`src/rtl/pwbit_pkg.sv`:
```
// Package: shared types for the pulse-width transmitter.
// Assumes nothing beyond IEEE 1800-2017.
package pwbit_pkg;
    typedef enum logic [1:0] {
        ST_IDLE = 2'd0,   // waiting for a byte
        ST_ARM  = 2'd1,   // byte held, waiting for a tick to align the first slot
        ST_SLOT = 2'd2    // bit slots on the wire
    } tx_state_t;
endpackage

```
`src/rtl/pwbit_slot_timer.sv`:
```
// Module: pwbit_slot_timer
// Counts ticks inside one bit slot. It reports the low phase, whose length
// depends on the current bit, and the tick that closes the slot. The counter
// wraps to 0 at the end of a slot, so back-to-back slots need no restart.
// Assumes: clear is held for as long as no slot is running; tick_en lasts one clock.
module pwbit_slot_timer #(
    parameter int SLOT_TICKS     = 190,
    parameter int ONE_LOW_TICKS  = 20,
    parameter int ZERO_LOW_TICKS = 100
) (
    input  logic clk,
    input  logic rst_n,
    input  logic clear,
    input  logic run,
    input  logic tick_en,
    input  logic bit_val,
    output logic low_phase,
    output logic slot_last
);
    localparam int CNT_W = (SLOT_TICKS > 1) ? $clog2(SLOT_TICKS) : 1;
    localparam logic [CNT_W-1:0] LAST_C = CNT_W'(SLOT_TICKS - 1);
    localparam logic [CNT_W-1:0] ONE_C  = CNT_W'(ONE_LOW_TICKS);
    localparam logic [CNT_W-1:0] ZERO_C = CNT_W'(ZERO_LOW_TICKS);

    logic [CNT_W-1:0] cnt_q;
    logic [CNT_W-1:0] low_len;

    // Tick counter within the slot; wraps at the slot boundary.
    always_ff @(posedge clk) begin
        if (!rst_n || clear) begin
            cnt_q <= '0;
        end else if (run && tick_en) begin
            cnt_q <= (cnt_q == LAST_C) ? '0 : cnt_q + 1'b1;
        end
    end

    // Pick the low length for the bit being sent and decode the two phases.
    always_comb begin
        low_len   = bit_val ? ONE_C : ZERO_C;
        low_phase = run && (cnt_q < low_len);
        slot_last = run && tick_en && (cnt_q == LAST_C);
    end
endmodule

```
`src/rtl/pwbit_shifter.sv`:
```
// Module: pwbit_shifter
// Holds the byte being sent and presents the current bit, least significant
// first. It also flags the final bit of the byte.
// Assumes: load and advance are never asserted in the same clock.
module pwbit_shifter #(
    parameter int DATA_W = 8
) (
    input  logic              clk,
    input  logic              rst_n,
    input  logic              load,
    input  logic              advance,
    input  logic [DATA_W-1:0] load_data,
    output logic              cur_bit,
    output logic              last_bit
);
    localparam int IDX_W = (DATA_W > 1) ? $clog2(DATA_W) : 1;
    localparam logic [IDX_W-1:0] LAST_IDX = IDX_W'(DATA_W - 1);

    logic [DATA_W-1:0] sh_q;
    logic [IDX_W-1:0]  idx_q;

    // Shift register: load a new byte, or move the next bit into position 0.
    always_ff @(posedge clk) begin
        if (!rst_n) begin
            sh_q <= '0;
        end else if (load) begin
            sh_q <= load_data;
        end else if (advance) begin
            sh_q <= sh_q >> 1;
        end
    end

    // Bit index: counts the slots already finished within the byte.
    always_ff @(posedge clk) begin
        if (!rst_n || load) begin
            idx_q <= '0;
        end else if (advance) begin
            idx_q <= idx_q + 1'b1;
        end
    end

    // Present the current bit and the end-of-byte flag.
    always_comb begin
        cur_bit  = sh_q[0];
        last_bit = (idx_q == LAST_IDX);
    end
endmodule

```
`src/rtl/pwbit_ctrl.sv`:
```
// Module: pwbit_ctrl
// Sequences one byte: accept, align to a tick, run the slots, then report the end.
// Assumes: slot_last comes from the slot timer and lasts one clock.
module pwbit_ctrl
    import pwbit_pkg::*;
(
    input  logic clk,
    input  logic rst_n,
    input  logic tick_en,
    input  logic in_valid,
    input  logic slot_last,
    input  logic last_bit,
    output logic in_ready,
    output logic load,
    output logic advance,
    output logic timer_clear,
    output logic slot_run,
    output logic busy,
    output logic done
);
    tx_state_t state_q, state_d;
    logic      done_q;

    // Next-state logic and per-state strobes.
    always_comb begin
        state_d     = state_q;
        in_ready    = (state_q == ST_IDLE);
        load        = 1'b0;
        advance     = 1'b0;
        timer_clear = (state_q != ST_SLOT);
        slot_run    = (state_q == ST_SLOT);
        case (state_q)
            ST_IDLE: begin
                if (in_valid) begin
                    load    = 1'b1;
                    state_d = ST_ARM;
                end
            end
            ST_ARM: begin
                if (tick_en) state_d = ST_SLOT;
            end
            ST_SLOT: begin
                if (slot_last) begin
                    if (last_bit) state_d = ST_IDLE;
                    else          advance = 1'b1;
                end
            end
            default: state_d = ST_IDLE;
        endcase
    end

    // State register.
    always_ff @(posedge clk) begin
        if (!rst_n) state_q <= ST_IDLE;
        else        state_q <= state_d;
    end

    // End pulse: set for the one clock after the last slot closes.
    always_ff @(posedge clk) begin
        if (!rst_n) done_q <= 1'b0;
        else        done_q <= (state_q == ST_SLOT) && slot_last && last_bit;
    end

    // Status outputs.
    always_comb begin
        busy = (state_q != ST_IDLE);
        done = done_q;
    end
endmodule

```
`src/rtl/pwbit_tx.sv`:
```
// Module: pwbit_tx (top)
// Open-drain single-wire transmitter with pulse-width encoded bits in fixed slots.
// Assumes: tick_en is a one-clock strobe every microsecond, and
// 0 < ONE_LOW_TICKS, ZERO_LOW_TICKS < SLOT_TICKS. The line is only ever pulled
// low or released.
module pwbit_tx #(
    parameter int DATA_W         = 8,
    parameter int SLOT_TICKS     = 190,
    parameter int ONE_LOW_TICKS  = 20,
    parameter int ZERO_LOW_TICKS = 100
) (
    input  logic              clk,
    input  logic              rst_n,
    input  logic              tick_en,
    input  logic              in_valid,
    output logic              in_ready,
    input  logic [DATA_W-1:0] in_data,
    output logic              line_low,
    output logic              busy,
    output logic              done
);
    logic load, advance, timer_clear, slot_run;
    logic cur_bit, last_bit, low_phase, slot_last;

    pwbit_ctrl u_ctrl (
        .clk         (clk),
        .rst_n       (rst_n),
        .tick_en     (tick_en),
        .in_valid    (in_valid),
        .slot_last   (slot_last),
        .last_bit    (last_bit),
        .in_ready    (in_ready),
        .load        (load),
        .advance     (advance),
        .timer_clear (timer_clear),
        .slot_run    (slot_run),
        .busy        (busy),
        .done        (done)
    );

    pwbit_shifter #(.DATA_W(DATA_W)) u_shift (
        .clk       (clk),
        .rst_n     (rst_n),
        .load      (load),
        .advance   (advance),
        .load_data (in_data),
        .cur_bit   (cur_bit),
        .last_bit  (last_bit)
    );

    pwbit_slot_timer #(
        .SLOT_TICKS     (SLOT_TICKS),
        .ONE_LOW_TICKS  (ONE_LOW_TICKS),
        .ZERO_LOW_TICKS (ZERO_LOW_TICKS)
    ) u_timer (
        .clk       (clk),
        .rst_n     (rst_n),
        .clear     (timer_clear),
        .run       (slot_run),
        .tick_en   (tick_en),
        .bit_val   (cur_bit),
        .low_phase (low_phase),
        .slot_last (slot_last)
    );

    // The line is pulled low only during the low phase of a running slot.
    always_comb line_low = low_phase;
endmodule

```
`config.mk`:
```
export PLATFORM = sky130hd
export DESIGN_NAME = pwbit_tx
export DESIGN_NICKNAME = d
export VERILOG_FILES = /design/src/rtl/pwbit_pkg.sv /design/src/rtl/pwbit_slot_timer.sv /design/src/rtl/pwbit_shifter.sv /design/src/rtl/pwbit_ctrl.sv /design/src/rtl/pwbit_tx.sv
export SDC_FILE = /design/constraint.sdc
export NUM_CORES = 1
export LEC_CHECK = 0
export BUFFER_PORTS_ARGS = -buffer_cell sky130_fd_sc_hd__buf_2
export CORE_ASPECT_RATIO = 0.7
export CORE_MARGIN = 4
export CORE_UTILIZATION = 55
export DETAILED_ROUTE_END_ITERATION = 8
export PLACE_DENSITY = 0.78
export SKIP_CTS_REPAIR_TIMING = 1
export SLEW_MARGIN = 20
export SYNTH_ARGS = -nofsm -noshare
export SYNTH_HDL_FRONTEND = slang
export SYNTH_SLANG_ARGS = --single-unit
```
`constraint.sdc`:
```
create_clock -name clk -period 3.2 [get_ports clk]
set_clock_uncertainty 0.1 [all_clocks]
set_input_delay 0.32 -clock clk [delete_from_list [all_inputs] [get_ports clk]]
set_output_delay 0.32 -clock clk [all_outputs]
set_load 0.01 [all_outputs]
```
==> results.toml, run 1 <==
[critical_path]
critPathMaxFanout = 11
crit_required_ns = 3.29
worst_path_most_repeated_cell = "ha_1"
crit_chain = "ha_1, ha_1, nor4_4, mux2i_1, a21oi_1"
slowest_stage = "nor4_4"
startpoint_type = "register"
cp.buffers_inverters = 0
cp.arrival_ns = 2.23
cp-end-kind = "register"
slowest_delay_ns = 0.78
crit_family = "simple AND/OR/NAND/NOR gates"
worstSetupPathType = "register to register"

[timing]
setup_violations = 0
setup_tns_ns = 0
layout_min_cycle_time_ns = 2.15
worstMarginPinSlew_ns = 0.846
rsz0062_at_grt = "false"
relSlewSlack_pct = 43.2
hold_viol_final = 0
slew_viol_final = 0
period_share_pct = 67.0
max_freq_ghz = 0.466

[run_status]
status = "finished, final reports clean"

[floorplan]
pin_count = 16
die_h_um = 45.7
die_w_um = 61.8
start_util_pct = 59.2
die-area_um2 = 2830
rows = 13
core_um2 = 1890

[placement]
gp_congestion = 0.753
hpwlAfterDp_um = 1630
place_area_um2 = 1180
io_buffers = 15

[drt]
dr_total_vias = 934
wl_um = 2180
first_pass_iters = 4
drc_errors = 0
routedWlPerCell_um = 13.4
viasPerCell = 5.77
drt_iter0_drc = 48
detail-route-antenna-nets = 0

[hold_path]
hp-class = "input pin to register"

[layout]
fillerInstances = 171
diodes = 0
drive_above_1_share_pct = 15.7
num-nets-final = 160
final_cell_area_um2 = 1220
area_delta_synth_final_pct = 9.30

[global_route]
antenna_found_initial = 0
grt_start_max_net_pins = 17
grt_pass1_vias = 846
grt_usage_pct = 18.3
grt_overflow = 0
grt_pass1_wl_um = 3770

[synthesis]
yosys_warnings = 0
yosysTopAreaCell = "dfxtp_1"
async_reset_ff_share_pct = 0
yosysMostFrequentCell = "dfxtp_1"
netlist.area_leader.share_pct = 39.5
synth_nets = 146
synth_flop_cell = "dfxtp_1"
syn_inst = 127
synth_area_leaders = "dfxtp_1 (39%), mux2i_1 (9.0%), ha_1 (7.8%)"
synth_cell_type_count = 29
syn_area_um2 = 1120
synth.ff_latch_count = 22
avgSynthCellArea_um2 = 8.79
synth-seq-area-share_pct = 39.5
ys_top_cells_by_count = "dfxtp_1 (22), a21oi_1 (15), nand2_1 (11)"
synth_edf_count = 0

[power]
max-vdd-ir-drop_uv = 448
power.density_nw_per_um2 = 455
total_leakage_power_nw = 0.449

[clock_tree]
clock_tree.root_cell = "clkbuf_4"
cts.path.max_buffers = 2
path_clk_slew_ns = 0.12
cts_tree = "done"
cts-htree-levels = 1
clock-sinks = 22
cts_buffers = 3
insertion_delay_ns = 0.31

[job]
cap_violations = 0
## where the power goes
part / internal [mW] / total (mW) / switching (mW) / leakage (nW)
registers: 0.295 / 0.315 / 0.0201 / 0.179
logic: 0.0378 / 0.0891 / 0.0512 / 0.249
clock network: 0.0695 / 0.152 / 0.0822 / 0.0210
total: 0.402 / 0.556 / 0.154 / 0.449
## path summary, 6_finish.rpt
check                                              startpoint                      endpoint  slack (ns)  cells past startpoint
worst max-delay path            u_shift.idx_q[0]$_SDFFE_PP0P_  u_shift.sh_q[0]$_SDFFE_PN0P_        1.05                      5
worst min-delay path                               in_data[7]  u_shift.sh_q[7]$_SDFFE_PN0P_        0.16                      3
worst max register to register  u_shift.idx_q[0]$_SDFFE_PP0P_  u_shift.sh_q[0]$_SDFFE_PN0P_        1.05                      5
worst min register to register   u_shift.sh_q[7]$_SDFFE_PN0P_  u_shift.sh_q[7]$_SDFFE_PN0P_        0.40                      2
## routing by layer
metal,track usage [%],wire length (µm)
met5,0,0
met1,24.5,1070
met4,3.81,19
met2,28.2,957
met3,6.80,128
## cells by family after synthesis
kind of cell               after synthesis  share of synthesized area, %
and+or+nand+nor                         41                          20.6
AOI/OAI and AO/OA                       33                          16.4
DFF                                     22                          39.5
buffers and inverters                   12                          5.16
muxes                                   10                          8.97
adders and majority gates                7                          7.85
xor gates and xnor gates                 2                          1.57
## layout by cell type, fill, tap and decap left out, drive strengths merged, types with 6 or more instances in the layout
cell type and n:
dfxtp 22, a21oi 15, buf 15, nand2 11, nor2 10, o21ai 10, mux2i 10, ha 7
inv 6
## stage by stage
stage	cells	hold slack, ns	util (%)	setup slack (ns)	total power, mW
5_1_grt	162	0.181	64.7	0.872	0.592
3_5_place_dp	158	0.382	62.7	1.08	0.409
3_3_place_gp	158	0.381	62.7	1.12	0.405
6_report	162	0.162	64.7	1.05	0.556
4_1_cts	162	0.152	64.7	1.02	0.563
2_1_floorplan	127	0.354	-	1.50	0.379
## cell type report
cell class                 instances  area, µm²  share of cell area [%]
clock buffer                       4       36.3                    2.97
tap                               22       27.5                    2.26
sequential                        22        440                    36.1
timing repair buffer              15       75.1                    6.15
inverter                           6       22.5                    1.85
multi-input combinational         93        618                    50.7
## sequential cells by signal (all words and copies together) (netlist names)
register        cells
u_shift.sh_q        8
u_ctrl.done         1
u_timer.cnt_q       8
u_shift.idx_q       3
u_ctrl.state_q      2
## tightest hold or removal path, delay by kind of cell
family,cells,cell delay [ns]
compound gates,1,0.06
buf+inv,1,0.10
simple gates,1,0.07
(Power assumes the default switching activity.)
==> run 2: changes to the inputs <==
--- a/config.mk
+++ b/config.mk
@@ -5,12 +5,13 @@
 export SDC_FILE = /design/constraint.sdc
 export NUM_CORES = 1
 export LEC_CHECK = 0
+export ABC_AREA = 1
 export BUFFER_PORTS_ARGS = -buffer_cell sky130_fd_sc_hd__buf_2
 export CORE_ASPECT_RATIO = 0.7
 export CORE_MARGIN = 4
-export CORE_UTILIZATION = 55
+export CORE_UTILIZATION = 50
 export DETAILED_ROUTE_END_ITERATION = 8
-export PLACE_DENSITY = 0.78
+export PLACE_DENSITY = 0.75
 export SKIP_CTS_REPAIR_TIMING = 1
 export SLEW_MARGIN = 20
 export SYNTH_ARGS = -nofsm -noshare
==> constraint.sdc (replaced) <==
create_clock -name clk -period 1.8 [get_ports clk]
set_clock_uncertainty 0.1 [all_clocks]
set_input_delay 0.18 -clock clk [delete_from_list [all_inputs] [get_ports clk]]
set_output_delay 0.18 -clock clk [all_outputs]
set_load 0.01 [all_outputs]
==> run 2 against run 1 <==
  * The flow now finishes with violations (setup timing)
  * Synthesized area increased by 3.8%
  * Utilization decreased by 2.6 points
  * Setup slack got worse by 1.1 ns
  * Register-to-register slack got worse by 0.90 ns
  * Sequential power increased by 62%
  * Count of clock-buffer cells in the layout decreased by 1
  * Clock power increased to 2.5 times the previous value
  * Critical endpoint is now line_low
  * Largest power group unchanged
==> results.toml, run 2 <==
[hold_path]
hp-class = "input pin to register"
min_to = "u_ctrl.state_q[1]$_SDFFE_PN0P_"
hp-start = "rst_n"
hold_depth = 3

[drt]
drt_iter0_drc = 33
detail-route-antenna-nets = 0
viasPerCell = 4.84
first_pass_iters = 4
routedWlPerCell_um = 11.4
drc_errors = 0
dr_total_vias = 1055
wl_um = 2490

[critical_path]
rrSetupSlack_ns = 0.15
timing.rr.end = "u_shift.sh_q[5]$_SDFFE_PN0P_"
cp.arrival_ns = 1.56
critPathMaxFanout = 3
cp-end-kind = "output port"
r2r-start = "u_shift.idx_q[0]$_SDFFE_PP0P_"
startpoint_type = "register"
worstSetupPathType = "register to output port"
crit_required_ns = 1.52
reg2reg_depth = 7

[synthesis]
syn_inst = 167
synth_area_leaders = "dfxtp_1 (38%), nand2_1 (15%), ha_1 (7.6%)"
synth_edf_count = 0
netlist.area_leader.share_pct = 38.0
yosysMostFrequentCell = "nand2_1"
syn_area_um2 = 1160
synth.ff_latch_count = 22
synth_nets = 186
synth_cell_type_count = 26
yosysTopAreaCell = "dfxtp_1"
synth-seq-area-share_pct = 38.0
synth_flop_cell = "dfxtp_1"
yosys_warnings = 0
avgSynthCellArea_um2 = 6.94
ys_top_cells_by_count = "nand2_1 (47), dfxtp_1 (22), nor2_1 (22)"
async_reset_ff_share_pct = 0

[timing]
setup_tns_ns = -0.0404
hold_ws_ns = 0.0316
hold_viol_final = 0
slew_viol_final = 0
relSlewSlack_pct = 77.4
worstMarginPinSlew_ns = 0.338
setup_ws_ns = -0.0404
setup_violations = 1
rsz0062_at_grt = "true"
max_freq_ghz = 0.543
period_share_pct = 102
layout_min_cycle_time_ns = 1.84

[clock_tree]
cts_tree = "done"
clock-sinks = 22
path_clk_slew_ns = 0.13
cts_buffers = 3
insertion_delay_ns = 0.31
cts.path.max_buffers = 2
cts-htree-levels = 1
clock_tree.root_cell = "clkbuf_4"

[run_status]
violations = "setup timing"
status = "complete, but fails checks"

[power]
combinationalPowerShare_pct = 12.0
max-vdd-ir-drop_uv = 514
switching_share_pct = 24.1
power.density_nw_per_um2 = 753
p_seq_share_pct = 50.2
total_leakage_power_nw = 0.596
pwr-share-clk_pct = 37.9
p_int_uw = 771
p_sw_uw = 245

[floorplan]
pin_count = 16
die_h_um = 48.3
start_util_pct = 53.3
die_w_um = 65.5
core_um2 = 2170
rows = 14
die-area_um2 = 3160

[global_route]
grt_usage_pct = 17.5
grt_start_max_net_pins = 19
grt_pass1_wl_um = 4100
antenna_found_initial = 0
grt_overflow = 0
grt_pass1_vias = 958

[layout]
fillerInstances = 203
final_common_cell = "nand2_1"
area_delta_synth_final_pct = 16.4
diodes = 0
final_cell_mix = "nand2_1 (47), nor2_1 (22), dfxtp_1 (20)"
final_cell_area_um2 = 1350
top_regs = "u_shift.sh_q (8), u_timer.cnt_q (8), u_shift.idx_q (3)"
num-nets-final = 206
drive_above_1_share_pct = 17.7
final_util_pct = 62.1
stdcell_count = 218

[placement]
io_buffers = 15
place_area_um2 = 1260
dpl.cell_count = 212
hpwlAfterDp_um = 1910
gp_congestion = 0.787

[job]
cap_violations = 0
run 2: cell count changes in the layout (fill, tap and decap cells not counted), sizes merged, moves of 3 or more:
cell	before	now
a21oi	15	10
a31oi	4	0
inv	6	20
mux2i	10	0
nand2	11	50
nand3	4	15
nor2	10	24
nor4	3	0
o21ai	10	5
run 2: how the worst max path moves through the flow:
| stage | startpoint | to | depth (start not counted) |
|---|---|---|---|
| 3_3_place_gp | u_timer.cnt_q[0]$_SDFFE_PP0N_ | u_shift.sh_q[4]$_SDFFE_PN0P_ | 7 |
| 4_1_cts | u_shift.sh_q[0]$_SDFFE_PN0P_ | line_low | 7 |
| 5_1_grt | u_shift.sh_q[0]$_SDFFE_PN0P_ | line_low | 7 |
| 2_1_floorplan | u_shift.sh_q[0]$_SDFFE_PN0P_ | line_low | 6 |
| 6_report | u_shift.sh_q[0]$_SDFFE_PN0P_ | line_low | 7 |
| 3_5_place_dp | u_shift.idx_q[0]$_SDFFE_PP0P_ | u_shift.sh_q[5]$_SDFFE_PN0P_ | 7 |
run 2: power groups by stage:
stage,Sequential [mW],Clock [mW],Combinational [mW]
3_5_place_dp,0.521,0,0.116
6_report,0.510,0.384,0.121
5_1_grt,0.512,0.413,0.137
3_3_place_gp,0.520,0,0.112
4_1_cts,0.511,0.402,0.116
2_1_floorplan,0.519,0,0.0786
run 2: kinds of logic (layout without fill, tap and decap cells):
group                    count (synthesis)  after routing  synth area share (%)
AO/OA/AOI/OAI                           19             19                  8.96
adder cells (fa/ha/maj)                  7              7                  7.56
XOR/XNOR                                 1              1                 0.756
buffers and inverters                   23             42                  8.21
AND/OR/NAND/NOR                         95             95                  36.5
flip-flops                              22             22                  38.0
run 2: layer usage:
layer	global-route usage [%]	vias to the layer above	share of wire, %
li1	-	571	-
met1	22.8	460	52
met2	28.6	18	43
met3	5.53	6	3.8
met4	5.37	0	1.2
met5	0	-	0
run 2: stage by stage:
step	power [mW]	worst slack (ns)
after detailed placement	0.637	0.188
final	1.02	-0.0404
after floorplan	0.598	0.406
after CTS	1.03	-0.171
after global routing	1.06	-0.118
after global placement	0.632	0.291
run 2: cell type report:
| type | instances | area (µm²) | area share, % |
|---|---|---|---|
| inverter | 20 | 75.1 | 5.57 |
| clock inverter | 1 | 30.0 | 2.23 |
| multi-input combinational | 122 | 636 | 47.1 |
| tap | 32 | 40.0 | 2.97 |
| timing repair buffer | 18 | 100 | 7.42 |
| clock buffer | 3 | 22.5 | 1.67 |
| sequential | 22 | 445 | 33.0 |
run 2: critical path, cell delays in order, from the launching register on:
cell,delay [ns]
dfxtp_4,0.38
inv_2,0.04
ha_4,0.20
o21a_1,0.09
nor2_1,0.12
o21bai_1,0.09
a21oi_1,0.16
buf_2,0.15
